$ cat config.mk
export PLATFORM = sky130hd
export DESIGN_NAME = fifo_trig_ctrl
export DESIGN_NICKNAME = d
export VERILOG_FILES = /design/src/rtl/fifo_trig_pkg.sv /design/src/rtl/fifo_trig_ctrl_reg.sv /design/src/rtl/fifo_trig_byte_fifo.sv /design/src/rtl/fifo_trig_ctrl.sv
export SDC_FILE = /design/constraint.sdc
export NUM_CORES = 1
export LEC_CHECK = 0
export BUFFER_PORTS_ARGS = -buffer_cell sky130_fd_sc_hd__buf_2
export CORE_ASPECT_RATIO = 1.1
export CORE_UTILIZATION = 45
export CTS_BUF_LIST = sky130_fd_sc_hd__clkbuf_16
export CTS_CLUSTER_SIZE = 30
export DETAILED_ROUTE_END_ITERATION = 6
export PLACE_DENSITY = 0.66
export SYNTH_ARGS = -nofsm -noshare
export SYNTH_HDL_FRONTEND = slang
export SYNTH_SLANG_ARGS = --single-unit
$ cat constraint.sdc
create_clock -name clk -period 3.17 [get_ports clk]
set_input_delay 0.951 -clock clk [delete_from_list [all_inputs] [get_ports clk]]
set_output_delay 0.951 -clock clk [all_outputs]
set_load 0.005 [all_outputs]
$ cat src/rtl/fifo_trig_pkg.sv
package fifo_trig_pkg;
  localparam int DATA_W     = 8;
  localparam int FIFO_DEPTH = 8;
  localparam int THR_W      = 3;
  localparam int REG_W      = 32;

  // Control word layout
  localparam int RXTHR_LSB  = 16;
  localparam int OWN_BIT    = 15;
  localparam int FLUSH_BIT  = 14;
  localparam int DMA_BIT    = 13;
  localparam int TXTHR_LSB  = 0;

  localparam logic [THR_W-1:0] THR_RST = THR_W'(4);

  localparam logic [REG_W-1:0] FIELD_MASK =
      (REG_W'((1 << THR_W) - 1) << RXTHR_LSB) |
      (REG_W'(1) << OWN_BIT) | (REG_W'(1) << FLUSH_BIT) | (REG_W'(1) << DMA_BIT) |
      (REG_W'((1 << THR_W) - 1) << TXTHR_LSB);

  typedef struct packed {
    logic [THR_W-1:0] rx_thr;
    logic             tx_own;
    logic             flush;
    logic             dma_en;
    logic [THR_W-1:0] tx_thr;
  } ctrl_t;

  // Receive side: fill has reached the threshold; zero threshold is inert
  function automatic logic rx_fire(input int unsigned fill, input int unsigned thr);
    return (thr != 0) && (fill >= thr);
  endfunction

  // Transmit side: fill has drained to the threshold
  function automatic logic tx_fire(input int unsigned fill, input int unsigned thr);
    return fill <= thr;
  endfunction

  function automatic logic [REG_W-1:0] pack_ctrl(input ctrl_t c);
    logic [REG_W-1:0] r;
    r = '0;
    r[RXTHR_LSB +: THR_W] = c.rx_thr;
    r[OWN_BIT]            = c.tx_own;
    r[FLUSH_BIT]          = c.flush;
    r[DMA_BIT]            = c.dma_en;
    r[TXTHR_LSB +: THR_W] = c.tx_thr;
    return r;
  endfunction
endpackage

$ cat src/rtl/fifo_trig_ctrl_reg.sv
module fifo_trig_ctrl_reg
  import fifo_trig_pkg::*;
(
  input  logic             clk,
  input  logic             rst_n,
  input  logic             wr,
  input  logic [REG_W-1:0] wdata,
  output ctrl_t            ctrl,
  output logic [REG_W-1:0] rdata
);
  ctrl_t q;
  logic  reserved_unused;

  assign reserved_unused = ^(wdata & ~FIELD_MASK);

  always_ff @(posedge clk) begin
    if (!rst_n) begin
      q <= '{rx_thr: THR_RST, tx_own: 1'b0, flush: 1'b0, dma_en: 1'b0, tx_thr: THR_RST};
    end else if (wr) begin
      q.rx_thr <= wdata[RXTHR_LSB +: THR_W];
      q.tx_own <= wdata[OWN_BIT];
      q.flush  <= wdata[FLUSH_BIT];
      q.dma_en <= wdata[DMA_BIT];
      q.tx_thr <= wdata[TXTHR_LSB +: THR_W];
    end else begin
      q.flush  <= 1'b0;   // flush lasts one cycle
    end
  end

  assign ctrl  = q;
  assign rdata = pack_ctrl(q);
endmodule

$ cat src/rtl/fifo_trig_byte_fifo.sv
module fifo_trig_byte_fifo #(
  parameter  int DW    = 8,
  parameter  int DEPTH = 8,
  localparam int AW    = $clog2(DEPTH),
  localparam int CW    = $clog2(DEPTH + 1)
) (
  input  logic          clk,
  input  logic          rst_n,
  input  logic          clr,
  input  logic          push,
  input  logic [DW-1:0] push_data,
  input  logic          pop,
  output logic [DW-1:0] pop_data,
  output logic [CW-1:0] count,
  output logic          ovf,
  output logic          unf
);
  localparam logic [CW-1:0] FULL_CNT = CW'(DEPTH);
  localparam logic [AW-1:0] LAST_IDX = AW'(DEPTH - 1);

  logic [DW-1:0] mem [DEPTH];
  logic [AW-1:0] wr_ptr, rd_ptr;
  logic          full, empty, push_ok, pop_ok;

  function automatic logic [AW-1:0] next_ptr(input logic [AW-1:0] p);
    return (p == LAST_IDX) ? '0 : p + 1'b1;
  endfunction

  assign full    = (count == FULL_CNT);
  assign empty   = (count == '0);
  assign push_ok = push && !full && !clr;
  assign pop_ok  = pop && !empty && !clr;

  always_ff @(posedge clk) begin
    if (push_ok) mem[wr_ptr] <= push_data;
  end

  always_ff @(posedge clk) begin
    if (!rst_n || clr) begin
      wr_ptr <= '0;
      rd_ptr <= '0;
      count  <= '0;
      ovf    <= 1'b0;
      unf    <= 1'b0;
    end else begin
      if (push_ok) wr_ptr <= next_ptr(wr_ptr);
      if (pop_ok)  rd_ptr <= next_ptr(rd_ptr);
      count <= count + CW'(push_ok) - CW'(pop_ok);
      ovf   <= push && full;
      unf   <= pop && empty;
    end
  end

  assign pop_data = mem[rd_ptr];
endmodule

$ cat src/rtl/fifo_trig_ctrl.sv
module fifo_trig_ctrl
  import fifo_trig_pkg::*;
#(
  parameter  int DW    = DATA_W,
  parameter  int DEPTH = FIFO_DEPTH,
  localparam int CW    = $clog2(DEPTH + 1)
) (
  input  logic             clk,
  input  logic             rst_n,
  input  logic             reg_wr,
  input  logic [REG_W-1:0] reg_wdata,
  output logic [REG_W-1:0] reg_rdata,
  input  logic             rx_push,
  input  logic [DW-1:0]    rx_push_data,
  input  logic             rx_pop,
  output logic [DW-1:0]    rx_pop_data,
  output logic [CW-1:0]    rx_count,
  output logic             rx_trig,
  output logic             rx_ovf,
  output logic             rx_unf,
  input  logic             tx_push,
  input  logic [DW-1:0]    tx_push_data,
  input  logic             mst_tx_pop,
  input  logic             slv_tx_pop,
  output logic [DW-1:0]    tx_pop_data,
  output logic [CW-1:0]    tx_count,
  output logic             tx_trig,
  output logic             dma_tx_req,
  output logic             tx_ovf,
  output logic             tx_unf
);
  ctrl_t ctrl;
  logic  flush_active;
  logic  tx_pop_sel;

  fifo_trig_ctrl_reg u_reg (
    .clk   (clk),
    .rst_n (rst_n),
    .wr    (reg_wr),
    .wdata (reg_wdata),
    .ctrl  (ctrl),
    .rdata (reg_rdata)
  );

  assign flush_active = ctrl.flush;
  assign tx_pop_sel   = ctrl.tx_own ? slv_tx_pop : mst_tx_pop;

  fifo_trig_byte_fifo #(.DW(DW), .DEPTH(DEPTH)) u_rx_fifo (
    .clk       (clk),
    .rst_n     (rst_n),
    .clr       (1'b0),
    .push      (rx_push),
    .push_data (rx_push_data),
    .pop       (rx_pop),
    .pop_data  (rx_pop_data),
    .count     (rx_count),
    .ovf       (rx_ovf),
    .unf       (rx_unf)
  );

  fifo_trig_byte_fifo #(.DW(DW), .DEPTH(DEPTH)) u_tx_fifo (
    .clk       (clk),
    .rst_n     (rst_n),
    .clr       (flush_active),
    .push      (tx_push),
    .push_data (tx_push_data),
    .pop       (tx_pop_sel),
    .pop_data  (tx_pop_data),
    .count     (tx_count),
    .ovf       (tx_ovf),
    .unf       (tx_unf)
  );

  assign rx_trig    = rx_fire(32'(rx_count), 32'(ctrl.rx_thr));
  assign tx_trig    = tx_fire(32'(tx_count), 32'(ctrl.tx_thr));
  assign dma_tx_req = tx_trig && ctrl.dma_en;
endmodule

==> flow_metrics.tcl, run 1 <==
set metrics [dict create \
    status "completed" \
    min_to "u_tx_fifo.rd_ptr[2]" \
    hp-class "reg2reg" \
    cts.root.buffer_cell "clkbuf_16" \
    cp.arrival_ns 2.04 \
    wl_per_cell_um 17.12 \
    grt_max_degree 25 \
    cts_buffer_depth 2 \
    cellLeakagePower_nw 3.153 \
    cts_resized 0 \
    ys_seq_elements 167 \
    portBuffers 72 \
    row_count 47 \
    fin_ws_ns 0.1778 \
    nFillCells 1206 \
    place_area_um2 7647 \
    fmax_ghz 0.3342 \
    yosysWarnings 0 \
    power.density_nw_per_um2 702.1 \
    worst_pin_slew_ns 0.5126 \
    synth_area_leaders "edfxtp_1 54%, mux4_1 11%, dfxtp_1 11%" \
    finalHoldViolations 0 \
    worstHoldStart "u_tx_fifo.rd_ptr[2]" \
    drv_slew 0 \
    critPathCaptureType "output port" \
    vias 3709 \
    start_util_pct 46.56 \
    synth_top_cell_area_share_pct 54.20 \
    fin_setup_tns_ns 0 \
    cts_made_buffers 17 \
    peakVddDrop_mv 0.4237 \
    post_cts_buffers 0 \
    ant_nets 0 \
    maxCapViolations 0 \
    synth.distinct_cells 40 \
    nNetsFinal 601 \
    fp.dieH_um 133.7 \
    synth_cells 423 \
    synth_top_flop_cell "edfxtp_1" \
    critical_path_class "reg2out" \
    setup_viol_count_final 0 \
    gr-usage-all-layers_pct 16.88 \
    drive_above_1_share_pct 26.93 \
    timing.rr.end "u_tx_fifo.count[1]" \
    ios 119 \
    r2r_start "u_tx_fifo.count[2]" \
    gp_congestion 0.7395 \
    utilization_pct 54.03 \
    core_um2 15230 \
    r2r_cells 9 \
    ff2ff_setup_slack_ns 0.70 \
    cts.sinks 167 \
    rsz0062_at_grt "false" \
    min_delay_path_depth 2 \
    cp_max_fo 16 \
    grt_pass1_wl_mm 20.15 \
    firstDrtPassIters 4 \
    vias_per_cell 5.095 \
    final_area_um2 8229 \
    max_slew_margin_pct 65.64 \
    route.detailed.drc 0 \
    async_flop_share_pct 0 \
    clkSlewWorstSetupHoldPaths_ns 0.06 \
    grt_pass1_vias 3891 \
    yosysTopAreaCell "edfxtp_1" \
    grt-ovfl-total 0 \
    drtIter0Drc 187 \
    cp.required_ns 2.22 \
    clock-skew-final_ns 0.008319 \
    antenna_found_initial 1 \
    fin_crit_ns 2.992 \
    synth-edff-count 128 \
    dp_hpwl_mm 8.170 \
    cts_tree "built" \
    die_area_um2 16270 \
    holdBufCountCts 0 \
    post-place-ws_ns 0.3689 \
    multi_input_area_um2 2200 \
    period_share_pct 94.39 \
    register_area_um2 4624 \
    start_kind "register" \
    htreeDepth 4 \
    wl_mm 12.47 \
    postSynthAreaPerCell_um2 16.77 \
    die_w_um 121.7 \
    clk_latency_ns 0.42 \
    seq_area_frac_synth_pct 65.21 \
    areaGrowthSynthToFinish_pct 16.04 \
    synthesis.area_um2 7092 \
]
power breakdown:
part | switching (mW) | total (mW) | leakage, nW | internal (mW)
clock | 0.824 | 1.99 | 0.279 | 1.16
sequential | 0.0932 | 2.61 | 1.48 | 2.52
combinational | 0.569 | 1.18 | 1.39 | 0.610
synthesized netlist by cell type (all sizes together), types with 5 or more instances:
| cell | number |
|---|---|
| a21boi | 5 |
| a21oi | 5 |
| and2 | 6 |
| buf | 32 |
| clkbuf | 6 |
| dfxtp | 39 |
| edfxtp | 128 |
| ha | 25 |
| inv | 18 |
| mux2 | 16 |
| mux2i | 10 |
| mux4 | 32 |
| nand2 | 19 |
| nand2b | 7 |
| nor2 | 17 |
| nor2b | 10 |
| nor3 | 9 |
| o21ai | 9 |
per-stage QoR:
step	power (mW)	instances	hold WS [ns]
finish	5.778	728	0.4999
global route	6.085	727	0.5501
CTS	5.845	727	0.5017
detailed placement	3.845	695	0.4908
global placement	3.800	695	0.4687
floorplan	3.511	445	0.4562
worst max-delay path by stage:
stage                     slack [ns]  startpoint                  end
final                           0.18    register       tx_pop_data[3]
after detailed placement        0.37  slv_tx_pop   u_tx_fifo.count[1]
after CTS                       0.15    register       tx_pop_data[3]
after global placement          0.44  slv_tx_pop   u_tx_fifo.count[1]
after floorplan                 0.62     rx_push  u_rx_fifo.mem[0][0]
after global routing            0.09    register       tx_pop_data[1]
critical path, cell delays in order, from the launching register on:
cell and delay, ns:
dfxtp_1 0.31, buf_4 0.29, mux4_1 0.59, mux2_2 0.30, buf_2 0.14
cell families after synthesis:
family,synth area share [%]
xor gates and xnor gates,0.4941
adders and majority gates,4.975
other,0.05288
muxes,15.76
and+or+nand+nor,6.228
buffers and inverters,4.940
DFF,65.21
AOI/OAI and AO/OA,2.346
cell type report:
| class | count | share of cell area, % |
|---|---|---|
| diodes | 1 | 0.03041 |
| inverters | 18 | 0.8210 |
| flip-flops and latches | 167 | 56.20 |
| repair buffers | 92 | 6.203 |
| clock inverters | 15 | 1.870 |
| clock buffers | 17 | 5.170 |
| well taps | 196 | 2.980 |
| multi-input cells | 222 | 26.73 |
state kept, by name (all words and copies together) (netlist names), 3 cells and up, named ones only:
register          count
u_rx_fifo.count       4
u_tx_fifo.rd_ptr      3
u_reg.ctrl            9
u_tx_fifo.mem        64
u_rx_fifo.wr_ptr      3
u_rx_fifo.mem        64
u_rx_fifo.rd_ptr      3
u_tx_fifo.count       4
u_tx_fifo.wr_ptr      3
metal layers:
layer	GRT usage [%]	vias to the layer above	share of wire, %
met4	5.967	0	1.3
li1	-	1776	-
met5	0	-	0
met1	21.38	1816	44
met2	27.43	101	49
met3	5.009	16	5.5
cell usage in the layout, fill, tap and decap left out, types with 2 or more instances in the layout:
| cell | Yosys | final |
|---|---|---|
| edfxtp_1 | 128 | 128 |
| buf_2 | 2 | 72 |
| dfxtp_1 | 39 | 39 |
| mux4_1 | 31 | 31 |
| ha_1 | 25 | 25 |
| conb_1 | 1 | 23 |
| buf_4 | 24 | 20 |
| nand2_1 | 19 | 19 |
| inv_1 | 18 | 18 |
| nor2_1 | 17 | 17 |
| clkbuf_16 | 0 | 17 |
| mux2_2 | 16 | 16 |
| mux2i_1 | 10 | 10 |
| nor2b_1 | 10 | 10 |
| o21ai_0 | 9 | 9 |
| nor3_1 | 8 | 8 |
| nand2b_1 | 7 | 7 |
| and2_1 | 6 | 6 |
| a21boi_0 | 5 | 5 |
| a21oi_1 | 5 | 5 |
| or3_1 | 4 | 4 |
| clkinv_4 | 0 | 4 |
| nor3b_1 | 3 | 3 |
| and3_1 | 3 | 3 |
| inv_6 | 0 | 3 |
| a21bo_2 | 2 | 2 |
| xnor2_1 | 2 | 2 |
| xor2_1 | 2 | 2 |
| o211ai_1 | 2 | 2 |
| and4_1 | 2 | 2 |
| a21o_1 | 2 | 2 |
| fa_1 | 2 | 2 |
| bufinv_16 | 0 | 2 |
| clkinv_1 | 0 | 2 |
| clkinvlp_4 | 0 | 2 |
| clkinv_2 | 0 | 2 |
(Power assumes the default switching activity.)
==> inputs of run 2 (changes only) <==
- REMOVE_ABC_BUFFERS: default -> 1
==> flow_metrics.tcl, run 2 (synthesized netlist as in run 1, its figures left out) <==
set metrics [dict create \
    r2r_start "u_tx_fifo.count[2]" \
    drtIter0Drc 136 \
    seqPwrFrac_pct 45.1 \
    start_kind "register" \
    mostFrequentLayoutCells "128 x edfxtp_1, 72 x buf_2, 39 x dfxtp_1, 31 x mux4_1, 25 x ha_1" \
    firstDrtPassIters 4 \
    fin_crit_ns 2.984 \
    drive_above_1_share_pct 26.09 \
    power.density_nw_per_um2 703.3 \
    cts_tree "built" \
    whs_ns 0.4959 \
    final_area_um2 8218 \
    fp.dieH_um 133.7 \
    dp_hpwl_mm 7.877 \
    timing.rr.end "u_tx_fifo.count[1]" \
    nNetsFinal 601 \
    vias 3669 \
    cp.required_ns 2.22 \
    cp.arrival_ns 2.03 \
    worstSetupEndpoint "tx_pop_data[2]" \
    totalPowerFinal_mw 5.780 \
    antenna_found_initial 0 \
    areaGrowthSynthToFinish_pct 15.88 \
    gp_congestion 0.7284 \
    rsz0062_at_grt "false" \
    maxCapViolations 0 \
    setup_viol_count_final 0 \
    ant_nets 0 \
    diodes 0 \
    clkSlewWorstSetupHoldPaths_ns 0.06 \
    die_area_um2 16270 \
    htreeDepth 4 \
    cts_buffer_depth 2 \
    die_w_um 121.7 \
    fmax_ghz 0.3352 \
    p_clk_share_pct 34.5 \
    cp_max_fo 16 \
    cts_resized 0 \
    holdBufCountCts 0 \
    cts.root.buffer_cell "clkbuf_16" \
    place_area_um2 7647 \
    r2r_cells 9 \
    ff2ff_setup_slack_ns 0.75 \
    gr-usage-all-layers_pct 16.16 \
    wl_mm 12.03 \
    status "completed" \
    clock-skew-final_ns 0.006484 \
    grt_max_degree 25 \
    ios 119 \
    cts.sinks 167 \
    hp-class "reg2reg" \
    row_count 47 \
    cts_made_buffers 17 \
    finalHoldViolations 0 \
    worst_pin_slew_ns 0.5157 \
    drv_slew 0 \
    route.detailed.drc 0 \
    critPathCaptureType "output port" \
    post_cts_buffers 0 \
    grt_pass1_vias 3713 \
    critical_path_class "reg2out" \
    comb_power_share_pct 20.3 \
    peakVddDrop_mv 0.4191 \
    wl_per_cell_um 16.60 \
    layout_commonest_cell "edfxtp_1" \
    cellLeakagePower_nw 3.161 \
    start_util_pct 46.56 \
    power.share.switching_pct 24.86 \
    grt-ovfl-total 0 \
    clk_latency_ns 0.42 \
    portBuffers 72 \
    p_int_mw 4.343 \
    grt_pass1_wl_mm 19.18 \
    max_slew_margin_pct 65.55 \
    period_share_pct 94.12 \
    nFillCells 1208 \
    fin_setup_tns_ns 0 \
    vias_per_cell 5.061 \
    power.switching_mw 1.437 \
    core_um2 15230 \
]
-- run 2: cell types whose count changed in the layout (fill, tap and decap cells not counted), moves of 2 or more --
cell      previous run  this run
inv_6                3         0
clkinv_4             4         1
inv_1               18        23
clkinv_1             2         0
-- run 2: area by class of cell --
type	instances	area, um^2	area share [%]
sequential	167	4624	56.27
multi-input combinational	222	2200	26.77
clock inverter	13	145.1	1.766
inverter	18	67.56	0.8222
clock buffer	17	425.4	5.177
timing repair buffer	92	510.5	6.212
tap	196	245.2	2.984
-- run 2: critical path: stages, from the launching register on --
cell	delay (ns)
dfxtp_1	0.30
buf_4	0.28
mux4_1	0.60
mux2_2	0.30
buf_2	0.13
-- run 2: per-layer routing --
layer  GRT usage (%)  part of all wire, %  vias up
li1                -                    -     1765
met1           20.74                   46     1794
met2           26.20                   48       93
met3           3.211                  3.5       17
met4           7.819                  1.9        0
met5               0                    0        -
-- run 2: power groups by stage --
stage | registers [mW] | clock network (mW) | logic, mW
2_1_floorplan | 2.69 | 0 | 0.735
3_3_place_gp | 2.65 | 0 | 1.14
4_1_cts | 2.61 | 2.04 | 1.20
3_5_place_dp | 2.66 | 0 | 1.19
6_report | 2.61 | 2.00 | 1.18
5_1_grt | 2.63 | 2.12 | 1.33
-- run 2: through the flow --
stage	util, %	setup WS [ns]	cells
after floorplan	-	0.6293	407
after global placement	50.21	0.4718	695
after detailed placement	50.21	0.3734	695
after CTS	53.96	0.1617	725
after global routing	53.96	0.1062	725
final	53.96	0.1865	725
-- run 2: how the worst min path moves through the flow --
stage / start / to / slack (ns) / cells after the start
floorplan: u_tx_fifo.rd_ptr[1] / register / 0.46 / 2
global placement: u_tx_fifo.rd_ptr[1] / u_tx_fifo.rd_ptr[1] / 0.47 / 2
detailed placement: u_tx_fifo.rd_ptr[2] / u_tx_fifo.rd_ptr[2] / 0.49 / 2
CTS: u_tx_fifo.rd_ptr[2] / u_tx_fifo.rd_ptr[2] / 0.50 / 2
global route: u_tx_fifo.rd_ptr[2] / u_tx_fifo.rd_ptr[2] / 0.52 / 2
finish: u_tx_fifo.rd_ptr[2] / u_tx_fifo.rd_ptr[2] / 0.50 / 2
